## config.mk

```make
export PLATFORM = sky130hd
export DESIGN_NAME = loop_hang_monitor
export DESIGN_NICKNAME = d
export VERILOG_FILES = /design/src/rtl/lhm_pkg.sv /design/src/rtl/lhm_depth_fsm.sv /design/src/rtl/lhm_timer.sv /design/src/rtl/lhm_err_latch.sv /design/src/rtl/loop_hang_monitor.sv
export SDC_FILE = /design/constraint.sdc
export NUM_CORES = 1
export LEC_CHECK = 0
export BUFFER_PORTS_ARGS = -buffer_cell sky130_fd_sc_hd__clkbuf_2
export CELL_PAD_IN_SITES_DETAIL_PLACEMENT = 1
export CELL_PAD_IN_SITES_GLOBAL_PLACEMENT = 1
export CORE_MARGIN = 1.5
export CORE_UTILIZATION = 40
export CTS_BUF_LIST = sky130_fd_sc_hd__clkbuf_2 sky130_fd_sc_hd__clkbuf_4 sky130_fd_sc_hd__clkbuf_8
export DETAILED_ROUTE_END_ITERATION = 16
export GPL_TIMING_DRIVEN = 0
export PLACE_DENSITY_LB_ADDON = 0.3
export REMOVE_ABC_BUFFERS = 1
export SYNTH_ARGS = -nofsm -noshare
export SYNTH_HDL_FRONTEND = slang
export SYNTH_HIERARCHICAL = 1
export SYNTH_SLANG_ARGS = --single-unit
export TNS_END_PERCENT = 10
```

## constraint.sdc

```tcl
create_clock -name clk -period 3 [get_ports clk]
set_input_delay 0 -clock clk [delete_from_list [all_inputs] [get_ports clk]]
set_output_delay 0 -clock clk [all_outputs]
set_load 0.02 [all_outputs]
```

## src/rtl/lhm_pkg.sv

```systemverilog
package lhm_pkg;
  typedef enum logic {
    EV_START = 1'b0,
    EV_END   = 1'b1
  } ev_kind_t;
endpackage

```

## src/rtl/lhm_depth_fsm.sv

```systemverilog
module lhm_depth_fsm #(
  parameter int DEPTH = 4,
  localparam int LW = $clog2(DEPTH + 1)
) (
  input  logic             clk,
  input  logic             rst_n,
  input  logic             acc,
  input  lhm_pkg::ev_kind_t kind,
  output logic [LW-1:0]    depth_q,
  output logic [DEPTH-1:0] load_vec,
  output logic [DEPTH-1:0] stop_vec,
  output logic             nest_err_q
);
  import lhm_pkg::*;

  logic full, empty, is_start, is_end;
  assign full     = (depth_q == LW'(DEPTH));
  assign empty    = (depth_q == '0);
  assign is_start = acc && (kind == EV_START);
  assign is_end   = acc && (kind == EV_END);

  for (genvar g = 0; g < DEPTH; g++) begin : g_sel
    assign load_vec[g] = is_start && !full  && (depth_q == LW'(g));
    assign stop_vec[g] = is_end   && !empty && (depth_q == LW'(g + 1));
  end

  always_ff @(posedge clk) begin
    if (!rst_n) begin
      depth_q    <= '0;
      nest_err_q <= 1'b0;
    end else begin
      if (is_start) begin
        if (full) nest_err_q <= 1'b1;
        else      depth_q    <= depth_q + 1'b1;
      end else if (is_end) begin
        if (empty) nest_err_q <= 1'b1;
        else       depth_q    <= depth_q - 1'b1;
      end
    end
  end

  a_r2_depth_up: assert property (@(posedge clk) disable iff (!rst_n)
    (is_start && !full) |=> (depth_q == $past(depth_q) + 1'b1));
  a_r3_depth_down: assert property (@(posedge clk) disable iff (!rst_n)
    (is_end && !empty) |=> (depth_q == $past(depth_q) - 1'b1));
  a_r6_no_overflow: assert property (@(posedge clk) disable iff (!rst_n)
    (is_start && full) |=> ($stable(depth_q) && nest_err_q));
  a_r7_no_underflow: assert property (@(posedge clk) disable iff (!rst_n)
    (is_end && empty) |=> ($stable(depth_q) && nest_err_q));
  a_r6_one_load: assert property (@(posedge clk) disable iff (!rst_n)
    $onehot0(load_vec | stop_vec));
endmodule

```

## src/rtl/lhm_timer.sv

```systemverilog
module lhm_timer #(
  parameter int TW = 16
) (
  input  logic          clk,
  input  logic          rst_n,
  input  logic          load,
  input  logic          stop,
  input  logic [TW-1:0] budget,
  output logic          expire
);
  logic [TW-1:0] cnt_q;
  logic          run_q;

  assign expire = run_q && (cnt_q == '0);

  always_ff @(posedge clk) begin
    if (!rst_n) begin
      cnt_q <= '0;
      run_q <= 1'b0;
    end else if (load) begin
      cnt_q <= budget;
      run_q <= 1'b1;
    end else if (stop) begin
      run_q <= 1'b0;
    end else if (run_q) begin
      if (cnt_q == '0) run_q <= 1'b0;
      else             cnt_q <= cnt_q - 1'b1;
    end
  end

  a_r5_zero_budget: assert property (@(posedge clk) disable iff (!rst_n)
    (load && budget == '0) |=> expire);
  a_r3_stopped_quiet: assert property (@(posedge clk) disable iff (!rst_n)
    (stop && !load) |=> !expire);
  a_r2_single_fire: assert property (@(posedge clk) disable iff (!rst_n)
    (expire && !load) |=> !expire);
endmodule

```

## src/rtl/lhm_err_latch.sv

```systemverilog
module lhm_err_latch #(
  parameter int DEPTH = 4,
  localparam int LW = $clog2(DEPTH + 1)
) (
  input  logic             clk,
  input  logic             rst_n,
  input  logic [DEPTH-1:0] expire_vec,
  output logic             hang_q,
  output logic [LW-1:0]    level_q
);
  logic [LW-1:0] first_lvl;

  always_comb begin
    first_lvl = '0;
    for (int i = DEPTH - 1; i >= 0; i--) begin
      if (expire_vec[i]) first_lvl = LW'(i + 1);
    end
  end

  always_ff @(posedge clk) begin
    if (!rst_n) begin
      hang_q  <= 1'b0;
      level_q <= '0;
    end else if (!hang_q && (expire_vec != '0)) begin
      hang_q  <= 1'b1;
      level_q <= first_lvl;
    end
  end

  a_r8_sticky: assert property (@(posedge clk) disable iff (!rst_n)
    hang_q |=> (hang_q && $stable(level_q)));
  a_r8_level_range: assert property (@(posedge clk) disable iff (!rst_n)
    hang_q |-> (level_q != '0 && level_q <= LW'(DEPTH)));
endmodule

```

## src/rtl/loop_hang_monitor.sv

```systemverilog
module loop_hang_monitor #(
  parameter int DEPTH = 4,
  parameter int TW = 16,
  localparam int LW = $clog2(DEPTH + 1)
) (
  input  logic          clk,
  input  logic          rst_n,
  input  logic          evt_valid,
  output logic          evt_ready,
  input  logic          evt_is_end,
  input  logic [TW-1:0] evt_budget,
  output logic [LW-1:0] depth,
  output logic          hang_err,
  output logic [LW-1:0] hang_level,
  output logic          nest_err
);
  import lhm_pkg::*;

  logic             acc;
  ev_kind_t         kind;
  logic [DEPTH-1:0] load_vec, stop_vec, expire_vec;

  assign evt_ready = 1'b1;
  assign acc       = evt_valid && evt_ready;
  assign kind      = evt_is_end ? EV_END : EV_START;

  lhm_depth_fsm #(.DEPTH(DEPTH)) u_fsm (
    .clk(clk), .rst_n(rst_n), .acc(acc), .kind(kind),
    .depth_q(depth), .load_vec(load_vec), .stop_vec(stop_vec),
    .nest_err_q(nest_err)
  );

  for (genvar g = 0; g < DEPTH; g++) begin : g_tmr
    lhm_timer #(.TW(TW)) u_tmr (
      .clk(clk), .rst_n(rst_n), .load(load_vec[g]), .stop(stop_vec[g]),
      .budget(evt_budget), .expire(expire_vec[g])
    );
  end

  lhm_err_latch #(.DEPTH(DEPTH)) u_err (
    .clk(clk), .rst_n(rst_n), .expire_vec(expire_vec),
    .hang_q(hang_err), .level_q(hang_level)
  );

  a_r8_nest_sticky: assert property (@(posedge clk) disable iff (!rst_n)
    nest_err |=> nest_err);
  a_r9_idle_no_move: assert property (@(posedge clk) disable iff (!rst_n)
    !evt_valid |=> $stable(depth));
endmodule

```

==> impl_results.html <==
<table>
<tr><th>Metric</th><th>Value</th></tr>
<tr><th colspan="2">Status</th></tr>
<tr><td>Result of the run</td><td>finished, final reports clean</td></tr>
<tr><th colspan="2">STA</th></tr>
<tr><td>Final max-slew violation count</td><td>0</td></tr>
<tr><td>Headroom to the max-slew limit</td><td>33.1%</td></tr>
<tr><td>Worst Max-Slew Pin Slew</td><td>996 ps</td></tr>
<tr><td>Summed negative setup slack over all endpoints</td><td>0 ps</td></tr>
<tr><td>Fmax</td><td>0.340 GHz</td></tr>
<tr><td>Setup violators final</td><td>0</td></tr>
<tr><td>Final worst path period share</td><td>98.0%</td></tr>
<tr><td>Final hold vios</td><td>0</td></tr>
<tr><td>Unrepaired setup endpoints after global routing</td><td>yes</td></tr>
<tr><td>Worst clock skew on the final layout</td><td>9.19 ps</td></tr>
<tr><td>Min Clock Period, post-route</td><td>2940 ps</td></tr>
<tr><th colspan="2">Synthesis</th></tr>
<tr><td>Multiplexer area fraction after synthesis</td><td>0.408%</td></tr>
<tr><td>Simple-gate share of the synthesized area</td><td>36.7%</td></tr>
<tr><td>Number of flops mapped to enable cells by yosys</td><td>0</td></tr>
<tr><td>Portion of the post-synthesis area used by sequential elements</td><td>31.0%</td></tr>
<tr><td>Synthesized-area fraction occupied by adder cells</td><td>2.55%</td></tr>
<tr><td>Average footprint of a synthesized cell</td><td>8.17 um^2</td></tr>
<tr><td>Number of instances in the synthesized netlist</td><td>601</td></tr>
<tr><td>Cells taking the most area after synthesis</td><td>sky130_fd_sc_hd__dfxtp_1, sky130_fd_sc_hd__o21ai_0, sky130_fd_sc_hd__a31oi_1</td></tr>
<tr><td>Post-synthesis compound-gate area fraction</td><td>24.2%</td></tr>
<tr><td>Synth Register Bits</td><td>76</td></tr>
<tr><td>Count of warnings emitted by yosys</td><td>6</td></tr>
<tr><td>Combinational family with the most area after synthesis</td><td>simple AND/OR/NAND/NOR gates</td></tr>
<tr><td>Ys flop type</td><td>sky130_fd_sc_hd__dfxtp_1</td></tr>
<tr><td>Async set-or-reset flop fraction in the synthesized netlist</td><td>0%</td></tr>
<tr><td>Post-synthesis share of cell area spent on xor and xnor gates</td><td>0.357%</td></tr>
<tr><td>Yosys cell types</td><td>46</td></tr>
<tr><td>Most area-hungry cell type in the Yosys netlist</td><td>sky130_fd_sc_hd__dfxtp_1</td></tr>
<tr><td>Share of the synthesized area in the top cell type</td><td>31.0%</td></tr>
<tr><td>Synthesized cell area</td><td>0.00491 mm^2</td></tr>
<tr><th colspan="2">Drt</th></tr>
<tr><td>Routed vias/inst</td><td>6.47</td></tr>
<tr><td>Post-detailed-routing wire length</td><td>15400 um</td></tr>
<tr><td>Number of DRC markers after the initial detailed-route iteration</td><td>265</td></tr>
<tr><td>DR WL/cell</td><td>20.5 um</td></tr>
<tr><td>Total DRC errors in the routed layout</td><td>0</td></tr>
<tr><td>Number of detailed-routing iterations run before antenna repair</td><td>4</td></tr>
<tr><td>Routed vias</td><td>4874</td></tr>
<tr><td>Antenna Nets Post-Route</td><td>0</td></tr>
<tr><th colspan="2">Place</th></tr>
<tr><td>Placed cell areas</td><td>0.00506 mm^2</td></tr>
<tr><td>DP HPWL</td><td>10500 um</td></tr>
<tr><td>Routability-driven placement congestion ratio</td><td>0.844</td></tr>
<tr><td>Buffers added on ports</td><td>27</td></tr>
<tr><th colspan="2">Clocking</th></tr>
<tr><td>Clock tree from TritonCTS</td><td>yes</td></tr>
<tr><td>Sink Count</td><td>76</td></tr>
<tr><td>H-tree Lvls</td><td>3</td></tr>
<tr><td>Number of buffers on the longest clock path</td><td>2</td></tr>
<tr><td>Worst-skew pair later-pin latency</td><td>400 ps</td></tr>
<tr><td>Number of buffers created by CTS</td><td>9</td></tr>
<tr><td>Clock-pin slew reported for the worst setup and hold paths after clock tree synthesis</td><td>90 ps</td></tr>
<tr><td>Root buffer selected by CTS</td><td>sky130_fd_sc_hd__clkbuf_8</td></tr>
<tr><th colspan="2">Layout</th></tr>
<tr><td>Number of nets in the finished design</td><td>631</td></tr>
<tr><td>Fraction of final layout cells with drive strength greater than 1</td><td>13.9%</td></tr>
<tr><td>Fill count</td><td>1475</td></tr>
<tr><td>Layout Cell Area excl Fill</td><td>0.00528 mm^2</td></tr>
<tr><td>Count of antenna diodes in the layout</td><td>0</td></tr>
<tr><td>Area Overhead vs Synth</td><td>7.44%</td></tr>
<tr><th colspan="2">Worst setup path</th></tr>
<tr><td>Type of the setup path with the least slack</td><td>register to register</td></tr>
<tr><td>Delay of the slowest cell on the worst path</td><td>880 ps</td></tr>
<tr><td>Buffers plus inverters on the worst setup path</td><td>2</td></tr>
<tr><td>Cell chain of the critical path</td><td>inv_1, ha_1, a211oi_2, inv_1, o21ai_0, a31oi_1</td></tr>
<tr><td>Kind of cell adding the most delay to the critical path</td><td>compound AO/OA/AOI/OAI gates</td></tr>
<tr><td>Sort of element at the start of the critical path</td><td>register</td></tr>
<tr><td>Biggest fanout along the worst timing path</td><td>26</td></tr>
<tr><td>Worst Setup End Kind</td><td>register</td></tr>
<tr><td>Arrival time reported for the critical path endpoint</td><td>3180 ps</td></tr>
<tr><td>Critical path's slowest cell</td><td>sky130_fd_sc_hd__a211oi_2</td></tr>
<tr><td>Data required, critical path</td><td>3240 ps</td></tr>
<tr><td>Most frequent cell on the critical path</td><td>sky130_fd_sc_hd__inv_1</td></tr>
<tr><th colspan="2">Power and ir drop</th></tr>
<tr><td>Clock network power share</td><td>26.0%</td></tr>
<tr><td>Switching fraction of total power</td><td>40.3%</td></tr>
<tr><td>NetSw</td><td>1.29 mW</td></tr>
<tr><td>Combinational Power Share</td><td>35.5%</td></tr>
<tr><td>Static leakage power</td><td>1.80 nW</td></tr>
<tr><td>Worst vdd rail ir drop</td><td>0.327 mV</td></tr>
<tr><td>Total design power</td><td>3.20 mW</td></tr>
<tr><td>Sequential power share</td><td>38.5%</td></tr>
<tr><td>Cell-internal power</td><td>1.91 mW</td></tr>
<tr><td>Pwr/cell area</td><td>607 mW/mm^2</td></tr>
<tr><th colspan="2">Worst hold path</th></tr>
<tr><td>Min-delay worst type</td><td>input pin to register</td></tr>
<tr><th colspan="2">Floorplan</th></tr>
<tr><td>Die Wd</td><td>114 um</td></tr>
<tr><td>Area enclosed by the die boundary</td><td>0.0129 mm^2</td></tr>
<tr><td>Top-Level Pins</td><td>29</td></tr>
<tr><td>Placeable core region</td><td>0.0120 mm^2</td></tr>
<tr><td>Number of placement rows</td><td>40</td></tr>
<tr><td>Height of the die</td><td>114 um</td></tr>
<tr><td>Initial core utilization</td><td>40.9%</td></tr>
<tr><th colspan="2">Global routing</th></tr>
<tr><td>Maximum number of pins on one net before global-route repair</td><td>87</td></tr>
<tr><td>Number of global-route vias before repair</td><td>4709</td></tr>
<tr><td>Tot GR Track Use</td><td>24.8%</td></tr>
<tr><td>Antenna violations before repair</td><td>0</td></tr>
<tr><td>Overflow after GRT</td><td>0</td></tr>
<tr><td>Global-route wire length before repair</td><td>25000 um</td></tr>
<tr><th colspan="2">Job</th></tr>
<tr><td>Number of violations of the max-capacitance limit</td><td>0</td></tr>
</table>
-- cells in the mapped netlist (10+ instances only) --
| library cell | instances |
|---|---|
| sky130_fd_sc_hd__a211oi_1 | 10 |
| sky130_fd_sc_hd__a31oi_1 | 41 |
| sky130_fd_sc_hd__and4_1 | 12 |
| sky130_fd_sc_hd__clkbuf_1 | 28 |
| sky130_fd_sc_hd__dfxtp_1 | 76 |
| sky130_fd_sc_hd__ha_1 | 10 |
| sky130_fd_sc_hd__inv_1 | 16 |
| sky130_fd_sc_hd__nand2_1 | 22 |
| sky130_fd_sc_hd__nand2b_1 | 18 |
| sky130_fd_sc_hd__nand4_1 | 20 |
| sky130_fd_sc_hd__nor2_1 | 33 |
| sky130_fd_sc_hd__nor2b_1 | 16 |
| sky130_fd_sc_hd__nor3_1 | 20 |
| sky130_fd_sc_hd__nor4_1 | 16 |
| sky130_fd_sc_hd__o21ai_0 | 61 |
| sky130_fd_sc_hd__o31ai_1 | 16 |
| sky130_fd_sc_hd__or3_1 | 32 |
| sky130_fd_sc_hd__or4_1 | 28 |
| sky130_fd_sc_hd__or4_4 | 12 |
-- metrics by stage --
step	utilization [%]	hold WS [ps]	std cells	worst slack, ps
floorplan	-	117	562	269
detailed placement	42.2	390	736	-440
global route	43.9	3.54	753	-95.8
global placement	42.1	355	736	-570
finish	43.9	10.5	753	60.0
CTS	43.9	0.760	753	62.1
-- cell type report --
| class | count | area, um^2 | share of cell area, % |
|---|---|---|---|
| multi-input combinational | 470 | 3170 | 60.0 |
| sequential | 76 | 1520 | 28.8 |
| tap | 147 | 184 | 3.49 |
| timing repair buffer | 28 | 148 | 2.80 |
| clock buffer | 10 | 131 | 2.49 |
| clock inverter | 6 | 65.1 | 1.23 |
| inverter | 16 | 60.1 | 1.14 |
-- repair_timing --
item	CTS	global route
setup endpoints to repair	14	24
endpoints found under the hold margin	1	0
gates resized for setup	1	0
hold buffers	1	0
buffers inserted	0	0
-- sequential cells by signal, summed over array words and instances, names as in the netlist --
signal / cells
g_tmr.u_tmr/cnt_q: 64
g_tmr.u_tmr/run_q: 4
u_err/hang_q: 1
u_err/level_q: 3
u_fsm/depth_q: 3
u_fsm/nest_err_q: 1
-- worst register-to-register path: stages (launching register included) --
cell,delay [ps]
sky130_fd_sc_hd__dfxtp_1,410
sky130_fd_sc_hd__inv_1,120
sky130_fd_sc_hd__ha_1,340
sky130_fd_sc_hd__a211oi_2,880
sky130_fd_sc_hd__inv_1,640
sky130_fd_sc_hd__o21ai_0,320
sky130_fd_sc_hd__a31oi_1,80
-- routing by layer --
| metal | up-vias | share of wire [%] | GRT usage, % |
|---|---|---|---|
| li1 | 2378 | - | - |
| met3 | 17 | 5.6 | 5.26 |
| met4 | 0 | 1.9 | 7.58 |
| met1 | 2396 | 43 | 32.0 |
| met2 | 83 | 49 | 41.8 |
| met5 | - | 0 | 0 |
-- power by group through the flow --
stage	logic, mW	registers, mW	clock network (mW)
2_1_floorplan	0.811	1.23	0
3_3_place_gp	1.07	1.24	0
3_5_place_dp	1.12	1.25	0
4_1_cts	1.13	1.23	0.852
5_1_grt	1.26	1.25	0.889
6_report	1.14	1.23	0.832
-- cells in the final DEF, fill, tap and decap left out, drive strengths merged, types with 8 or more instances in the layout --
cell    synthesis  layout
and4           12      12
clkbuf         28      37
or3            36      36
o31ai          16      16
nand3           8       8
nand2          22      22
nor2b          16      16
o21ai          63      63
nor4           24      24
nor2           35      35
nor3           20      20
o211ai          8       8
nor3b           8       8
ha             10      10
nand4          20      20
or4b           12      12
o41ai           8       8
o311a           8       8
a31oi          41      41
or4            44      44
nand2b         18      18
dfxtp          76      76
a211oi         10      10
inv            16      16
-- final timing paths --
kind | startpoint | slack (ps) | end | depth (start not counted)
max | u_fsm/depth_q[0] | 60 | g_tmr[3].u_tmr/cnt_q[9] | 6
min | evt_budget[1] | 10 | g_tmr[3].u_tmr/cnt_q[1] | 3
max reg2reg | u_fsm/depth_q[0] | 60 | g_tmr[3].u_tmr/cnt_q[9] | 6
min reg2reg | u_fsm/nest_err_q | 510 | u_fsm/nest_err_q | 2
-- logic make-up (layout without fill, tap and decap cells) --
family | count (synthesis) | in the layout
muxes | 2 | 2
buffers and inverters | 55 | 60
other | 1 | 1
DFF | 76 | 76
adders and majority gates | 10 | 10
xor gates and xnor gates | 2 | 2
AOI/OAI and AO/OA | 179 | 179
and+or+nand+nor | 276 | 276
Power figures use the tool's default switching activity.
